===== src/rtl/syncRefPkg.sv =====
package syncRefPkg;

  typedef struct packed {
    logic load;  // rising edge seen: reload the countdown
    logic dec;   // countdown running, not yet expired
    logic fire;  // countdown expired: issue the reference
  } ctrlStrobe_t;

endpackage


===== src/rtl/syncRefCtrl.sv =====
module syncRefCtrl
  import syncRefPkg::*;
#(
  parameter int SYNC_STAGES = 2
) (
  input  logic        clk,
  input  logic        rstN,
  input  logic        syncIn,
  input  logic        cntZero,
  output ctrlStrobe_t strobe
);

  localparam int LAST = SYNC_STAGES - 1;

  logic [SYNC_STAGES-1:0] syncChain;
  logic                   syncPrev;
  logic                   riseSeen;
  logic                   active;

  // Metastability chain, one flop per stage
  always_ff @(posedge clk) begin
    if (!rstN) syncChain[0] <= 1'b0;
    else       syncChain[0] <= syncIn;
  end

  generate
    for (genvar s = 1; s < SYNC_STAGES; s++) begin : g_stage
      always_ff @(posedge clk) begin
        if (!rstN) syncChain[s] <= 1'b0;
        else       syncChain[s] <= syncChain[s-1];
      end
    end
  endgenerate

  always_ff @(posedge clk) begin
    if (!rstN) syncPrev <= 1'b0;
    else       syncPrev <= syncChain[LAST];
  end

  assign riseSeen = syncChain[LAST] & ~syncPrev;

  always_comb begin
    strobe.load = riseSeen;
    strobe.fire = active & cntZero & ~riseSeen;
    strobe.dec  = active & ~cntZero & ~riseSeen;
  end

  always_ff @(posedge clk) begin
    if (!rstN)            active <= 1'b0;
    else if (strobe.load) active <= 1'b1;
    else if (strobe.fire) active <= 1'b0;
  end

  // a level cannot produce back-to-back edge detections
  assert_no_double_load_R8: assert property (@(posedge clk) disable iff (!rstN)
    strobe.load |=> !strobe.load);

  // after a detected edge the countdown is running
  assert_load_arms_R4: assert property (@(posedge clk) disable iff (!rstN)
    strobe.load |=> active);

  // one pulse per countdown, the next cycle cannot fire again
  assert_single_fire_R3: assert property (@(posedge clk) disable iff (!rstN)
    strobe.fire |=> !strobe.fire);

endmodule


===== src/rtl/syncRefDatapath.sv =====
module syncRefDatapath
  import syncRefPkg::*;
#(
  parameter int DELAY_W     = 8,
  parameter int NUM_CH      = 3,
  parameter int FIXED_CYC   = 19,
  parameter int STEP_CYC    = 2,
  parameter int SYNC_STAGES = 2,
  parameter int SEL1_CH     = 0,
  parameter int SEL0_CH     = 2
) (
  input  logic               clk,
  input  logic               rstN,
  input  ctrlStrobe_t        strobe,
  input  logic [DELAY_W-1:0] delayCode,
  input  logic [NUM_CH-1:0]  chanEnable,
  input  logic               outSrcSel,
  input  logic [NUM_CH-1:0]  chanClk,
  output logic               cntZero,
  output logic [NUM_CH-1:0]  chanRef,
  output logic               syncOut
);

  localparam int MAX_DELAY = FIXED_CYC + STEP_CYC * ((1 << DELAY_W) - 1);
  localparam int CNT_W     = $clog2(MAX_DELAY + 1);
  // cycles already spent in the synchronizer and on the firing register
  localparam int BASE_LOAD = FIXED_CYC - SYNC_STAGES - 1;

  logic [CNT_W-1:0] cnt;
  logic [CNT_W-1:0] loadVal;

  always_comb begin
    loadVal = CNT_W'(BASE_LOAD) + CNT_W'(STEP_CYC) * CNT_W'(delayCode);
  end

  always_ff @(posedge clk) begin
    if (!rstN)            cnt <= '0;
    else if (strobe.load) cnt <= loadVal;
    else if (strobe.dec)  cnt <= cnt - 1'b1;
  end

  assign cntZero = (cnt == '0);

  generate
    for (genvar c = 0; c < NUM_CH; c++) begin : g_ref
      always_ff @(posedge clk) begin
        if (!rstN) chanRef[c] <= 1'b0;
        else       chanRef[c] <= strobe.fire & chanEnable[c];
      end

      // a channel only pulses when it was enabled at the firing cycle
      assert_gate_R5: assert property (@(posedge clk) disable iff (!rstN)
        chanRef[c] |-> $past(chanEnable[c]));
    end
  endgenerate

  assign syncOut = outSrcSel ? chanClk[SEL1_CH] : chanClk[SEL0_CH];

  // countdown steps by exactly one
  assert_count_step_R2: assert property (@(posedge clk) disable iff (!rstN)
    strobe.dec |=> (cnt == $past(cnt) - 1'b1));

  // reload takes the programmed value
  assert_reload_R4: assert property (@(posedge clk) disable iff (!rstN)
    strobe.load |=> (cnt == $past(loadVal)));

  // pulses are one cycle wide
  assert_pulse_width_R3: assert property (@(posedge clk) disable iff (!rstN)
    (|chanRef) |=> !(|chanRef));

  // a pulse only follows an expired countdown
  assert_fire_expired_R2: assert property (@(posedge clk) disable iff (!rstN)
    (|chanRef) |-> $past(cntZero));

endmodule


===== src/rtl/syncRefGen.sv =====
module syncRefGen
  import syncRefPkg::*;
#(
  parameter int DELAY_W     = 8,
  parameter int NUM_CH      = 3,
  parameter int FIXED_CYC   = 19,
  parameter int STEP_CYC    = 2,
  parameter int SYNC_STAGES = 2
) (
  input  logic               clk,
  input  logic               rstN,
  input  logic               syncIn,
  input  logic [DELAY_W-1:0] delayCode,
  input  logic [NUM_CH-1:0]  chanEnable,
  input  logic               outSrcSel,
  input  logic [NUM_CH-1:0]  chanClk,
  output logic [NUM_CH-1:0]  chanRef,
  output logic               syncOut
);

  ctrlStrobe_t strobe;
  logic        cntZero;

  syncRefCtrl #(
    .SYNC_STAGES(SYNC_STAGES)
  ) u_ctrl (
    .clk    (clk),
    .rstN   (rstN),
    .syncIn (syncIn),
    .cntZero(cntZero),
    .strobe (strobe)
  );

  syncRefDatapath #(
    .DELAY_W    (DELAY_W),
    .NUM_CH     (NUM_CH),
    .FIXED_CYC  (FIXED_CYC),
    .STEP_CYC   (STEP_CYC),
    .SYNC_STAGES(SYNC_STAGES),
    .SEL1_CH    (0),
    .SEL0_CH    (NUM_CH - 1)
  ) u_dp (
    .clk       (clk),
    .rstN      (rstN),
    .strobe    (strobe),
    .delayCode (delayCode),
    .chanEnable(chanEnable),
    .outSrcSel (outSrcSel),
    .chanClk   (chanClk),
    .cntZero   (cntZero),
    .chanRef   (chanRef),
    .syncOut   (syncOut)
  );

  // nothing leaves the block in the cycle after reset
  assert_reset_quiet_R1: assert property (@(posedge clk)
    $past(!rstN) |-> (chanRef == '0));

endmodule


===== config.mk =====
export PLATFORM = sky130hd
export DESIGN_NAME = syncRefGen
export DESIGN_NICKNAME = d
export VERILOG_FILES = /design/src/rtl/syncRefPkg.sv /design/src/rtl/syncRefCtrl.sv /design/src/rtl/syncRefDatapath.sv /design/src/rtl/syncRefGen.sv
export SDC_FILE = /design/constraint.sdc
export NUM_CORES = 1
export LEC_CHECK = 0
export BUFFER_PORTS_ARGS = -buffer_cell sky130_fd_sc_hd__buf_2
export CORE_AREA = 8 8 51 53
export CTS_CLUSTER_DIAMETER = 120
export CTS_CLUSTER_SIZE = 20
export DETAILED_ROUTE_END_ITERATION = 8
export DIE_AREA = 0 0 59 61
export PLACE_DENSITY = 0.78
export SKIP_CTS_REPAIR_TIMING = 1
export SYNTH_ARGS = -nofsm -noshare
export SYNTH_HDL_FRONTEND = slang
export SYNTH_SLANG_ARGS = --single-unit
export TNS_END_PERCENT = 10

===== constraint.sdc =====
create_clock -name clk -period 2.65 [get_ports clk]
set_input_delay 0.1325 -clock clk [delete_from_list [all_inputs] [get_ports clk]]
set_output_delay 0.1325 -clock clk [all_outputs]
set_load 0.01 [all_outputs]

==> impl_metrics.csv <==
group,metric,value,unit
sta,clock_skew,0.0133,ns
routing,drtIter0Drc,18,
power,combPwrFrac,24.1,%
routing,wl_per_cell,12.7,um
layout,drive_above_1_share,24.6,%
power,seqPwrFrac,51.4,%
critical_path,crit_start,"u_dp.cnt[1]",
power,p_int,393,uW
logic_synthesis,synth_top_family_by_area,"simple AND/OR/NAND/NOR gates",
logic_synthesis,avgSynthCellArea,8.63,um^2
critical_path,r2r_start,"u_dp.cnt[1]",
layout,num-nets-final,143,
floorplanning,die_h,61,um
floorplanning,die_w,59,um
sta,maxSlewHeadroom,53.8,%
layout,mostFrequentLayoutCell,"buf_2",
critical_path,path_class,"flip-flop to flip-flop",
logic_synthesis,synth_xor_area_share,6.03,%
logic_synthesis,ys_warn_count,0,
routing,via_per_inst,5.30,
worst_hold_path,hold_class,"primary input to flip-flop",
logic_synthesis,synth.top_cell.area_share,39.0,%
critical_path,cp-end-kind,"flip-flop",
power,peakVddDrop,0.358,mV
logic_synthesis,synth-compound-area-share,17.9,%
worst_hold_path,hp-start,"syncIn",
layout,final_core_util,55.5,%
logic_synthesis,synth.area.mux_share,2.44,%
grt,grt_pass1_wl,3.02,mm
logic_synthesis,synthTopCellsByArea,"dfxtp_1 39%, and2_1 5.0%, nand2_1 4.7%",
grt,grt-ovfl-total,0,
sta,tns,0,ns
logic_synthesis,yosys.cell_types.count,32,
floorplanning,start_util,47.4,%
sta,period_share,79.9,%
routing,vias,790,
critical_path,critPathLaunchType,"flip-flop",
grt,grt_max_degree,15,
logic_synthesis,syn_area,872,um^2
floorplanning,die-area,3600,um^2
cts,clock_path_buffers,2,
placement,gpl.final_weighted_congestion,0.797,
grt,grt_usage,10.7,%
power,p_leak,0.431,nW
cts,cts_htree_levels,1,
sta,fin_crit,2.12,ns
cts,cts_sinks,17,
critical_path,cp.required,2.82,ns
sta,setup_viol,0,
logic_synthesis,syn-instance-count,101,
critical_path,cp_max_fo,7,
power,p_sw_share,30.2,%
cts,numCtsBuffers,3,
power,p_clk_share,24.5,%
grt,antenna_found_initial,0,
sta,rsz0062_at_grt,"false",
run_status,status,"finished, final reports clean",
sta,drv_slew,0,
logic_synthesis,yosys.area_share.adder,2.87,%
floorplanning,core_area,1840,um^2
logic_synthesis,syn-num-nets,121,
sta,finalHoldViolations,0,
layout,n_antenna_cell,0,
routing,drtPass1Iterations,4,
run,maxCapViolCount,0,
routing,drc,0,
logic_synthesis,synth_seq_area_share,39.0,%
cts,cts.reportedPaths.clkPinSlew,0.11,ns
sta,tightest_slew,0.691,ns
cts,clk_latency,0.30,ns
placement,portBuffers,20,
layout,final_cell_mix,"20 x buf_2, 17 x dfxtp_1, 11 x nand2_1, 7 x nand3_1, 7 x and2_1",
logic_synthesis,synth_top_cell_by_area,"dfxtp_1",
layout,syn2layout_area_growth,17.2,%
floorplanning,rows,16,
grt,grt_pass1_vias,703,
routing,routed_wl,1.90,mm
cts,cts-root-buf,"clkbuf_4",
floorplanning,ios,22,
power,pwr_density_cell,551,nW/um^2
power,p_sw,170,uW
critical_path,crit_arrival,2.29,ns
sta,max_freq,472,MHz
routing,antenna_left,0,
cts,cts_tree,"yes",
logic_synthesis,synth-simple-area-share,29.6,%
logic_synthesis,synth.ff_latch_count,17,
placement,dpl.hpwl,1.45,mm
## power by group through the flow
stage / logic [mW] / registers (mW) / clock network, mW
detailed placement: 0.135 / 0.295 / 0
global placement: 0.131 / 0.294 / 0
finish: 0.136 / 0.289 / 0.138
floorplan: 0.102 / 0.291 / 0
CTS: 0.135 / 0.289 / 0.142
global route: 0.152 / 0.292 / 0.153
## metrics by stage
stage	cell area (um^2)	std cells	total power [mW]	setup WS, ns	hold WS [ns]
CTS	1020	149	0.566	0.540	0.0336
global route	1020	149	0.597	0.396	0.0265
finish	1020	149	0.563	0.533	0.0325
detailed placement	995	145	0.429	0.556	0.340
global placement	995	145	0.424	0.603	0.337
floorplan	872	101	0.393	0.782	0.254
## critical path, cell delays in order (launching register included)
cell	delay (ns)
dfxtp_1	0.35
inv_1	0.07
ha_1	0.21
or4b_4	0.52
o31ai_4	0.41
nor4b_1	0.10
a221oi_1	0.26
nor2b_1	0.08
## registers in the layout (all words and copies together) (netlist names)
register / count
u_dp.chanRef: 3
u_ctrl.syncChain: 2
u_dp.cnt: 10
u_ctrl.syncPrev: 1
u_ctrl.active: 1
## final cells by class
class | count | area, um^2
Sequential cell | 17 | 340
Clock inverter | 1 | 5.00
Fill cell | 187 | 820
Tap cell | 27 | 33.8
Timing Repair Buffer | 20 | 100
Multi-Input combinational cell | 79 | 513
Inverter | 2 | 7.51
Clock buffer | 3 | 22.5
## Yosys cell counts
library cell / n
or3_1: 1
nand2_2: 1
a221oi_1: 2
nor4_1: 1
a21boi_0: 2
ha_1: 2
and3_1: 1
a21oi_1: 6
and2_1: 7
or2_2: 1
o31ai_4: 1
or4_4: 1
inv_1: 2
mux2i_1: 1
or4b_4: 1
nor4b_1: 2
dfxtp_1: 17
nor2b_1: 4
xor2_1: 2
clkbuf_1: 3
nand3_1: 7
o21ai_0: 5
o311ai_0: 1
o211ai_1: 3
nor3_1: 2
nand2b_1: 1
o22ai_1: 1
nor2_1: 6
mux2_2: 1
xnor2_1: 4
o211a_1: 1
nand2_1: 11
## cells by family (layout without fill, tap and decap cells)
family / Yosys count / count (layout)
simple gates: 47 / 47
compound gates: 22 / 22
flops: 17 / 17
xor+xnor: 6 / 6
buf+inv: 5 / 26
fa+ha+maj: 2 / 2
mux: 2 / 2
## final timing paths
path	end	slack (ns)	cells past startpoint
setup reg to reg	u_dp.cnt[2]	0.53	7
hold reg to reg	u_ctrl.syncChain[1]	0.46	1
setup / recovery	u_dp.cnt[2]	0.53	7
hold / removal	u_ctrl.syncChain[0]	0.03	2
## metal layers
layer | part of all wire [%] | wire length, um | vias to the layer above | global-route usage (%)
met4 | 0.53 | 10 | 0 | 2.05
met5 | 0 | 0 | - | 0
met3 | 7.1 | 135 | 2 | 4.87
li1 | - | - | 401 | -
met2 | 46 | 876 | 25 | 17.1
met1 | 46 | 877 | 362 | 12.8
Note: power is estimated with default switching activity, not from simulation.
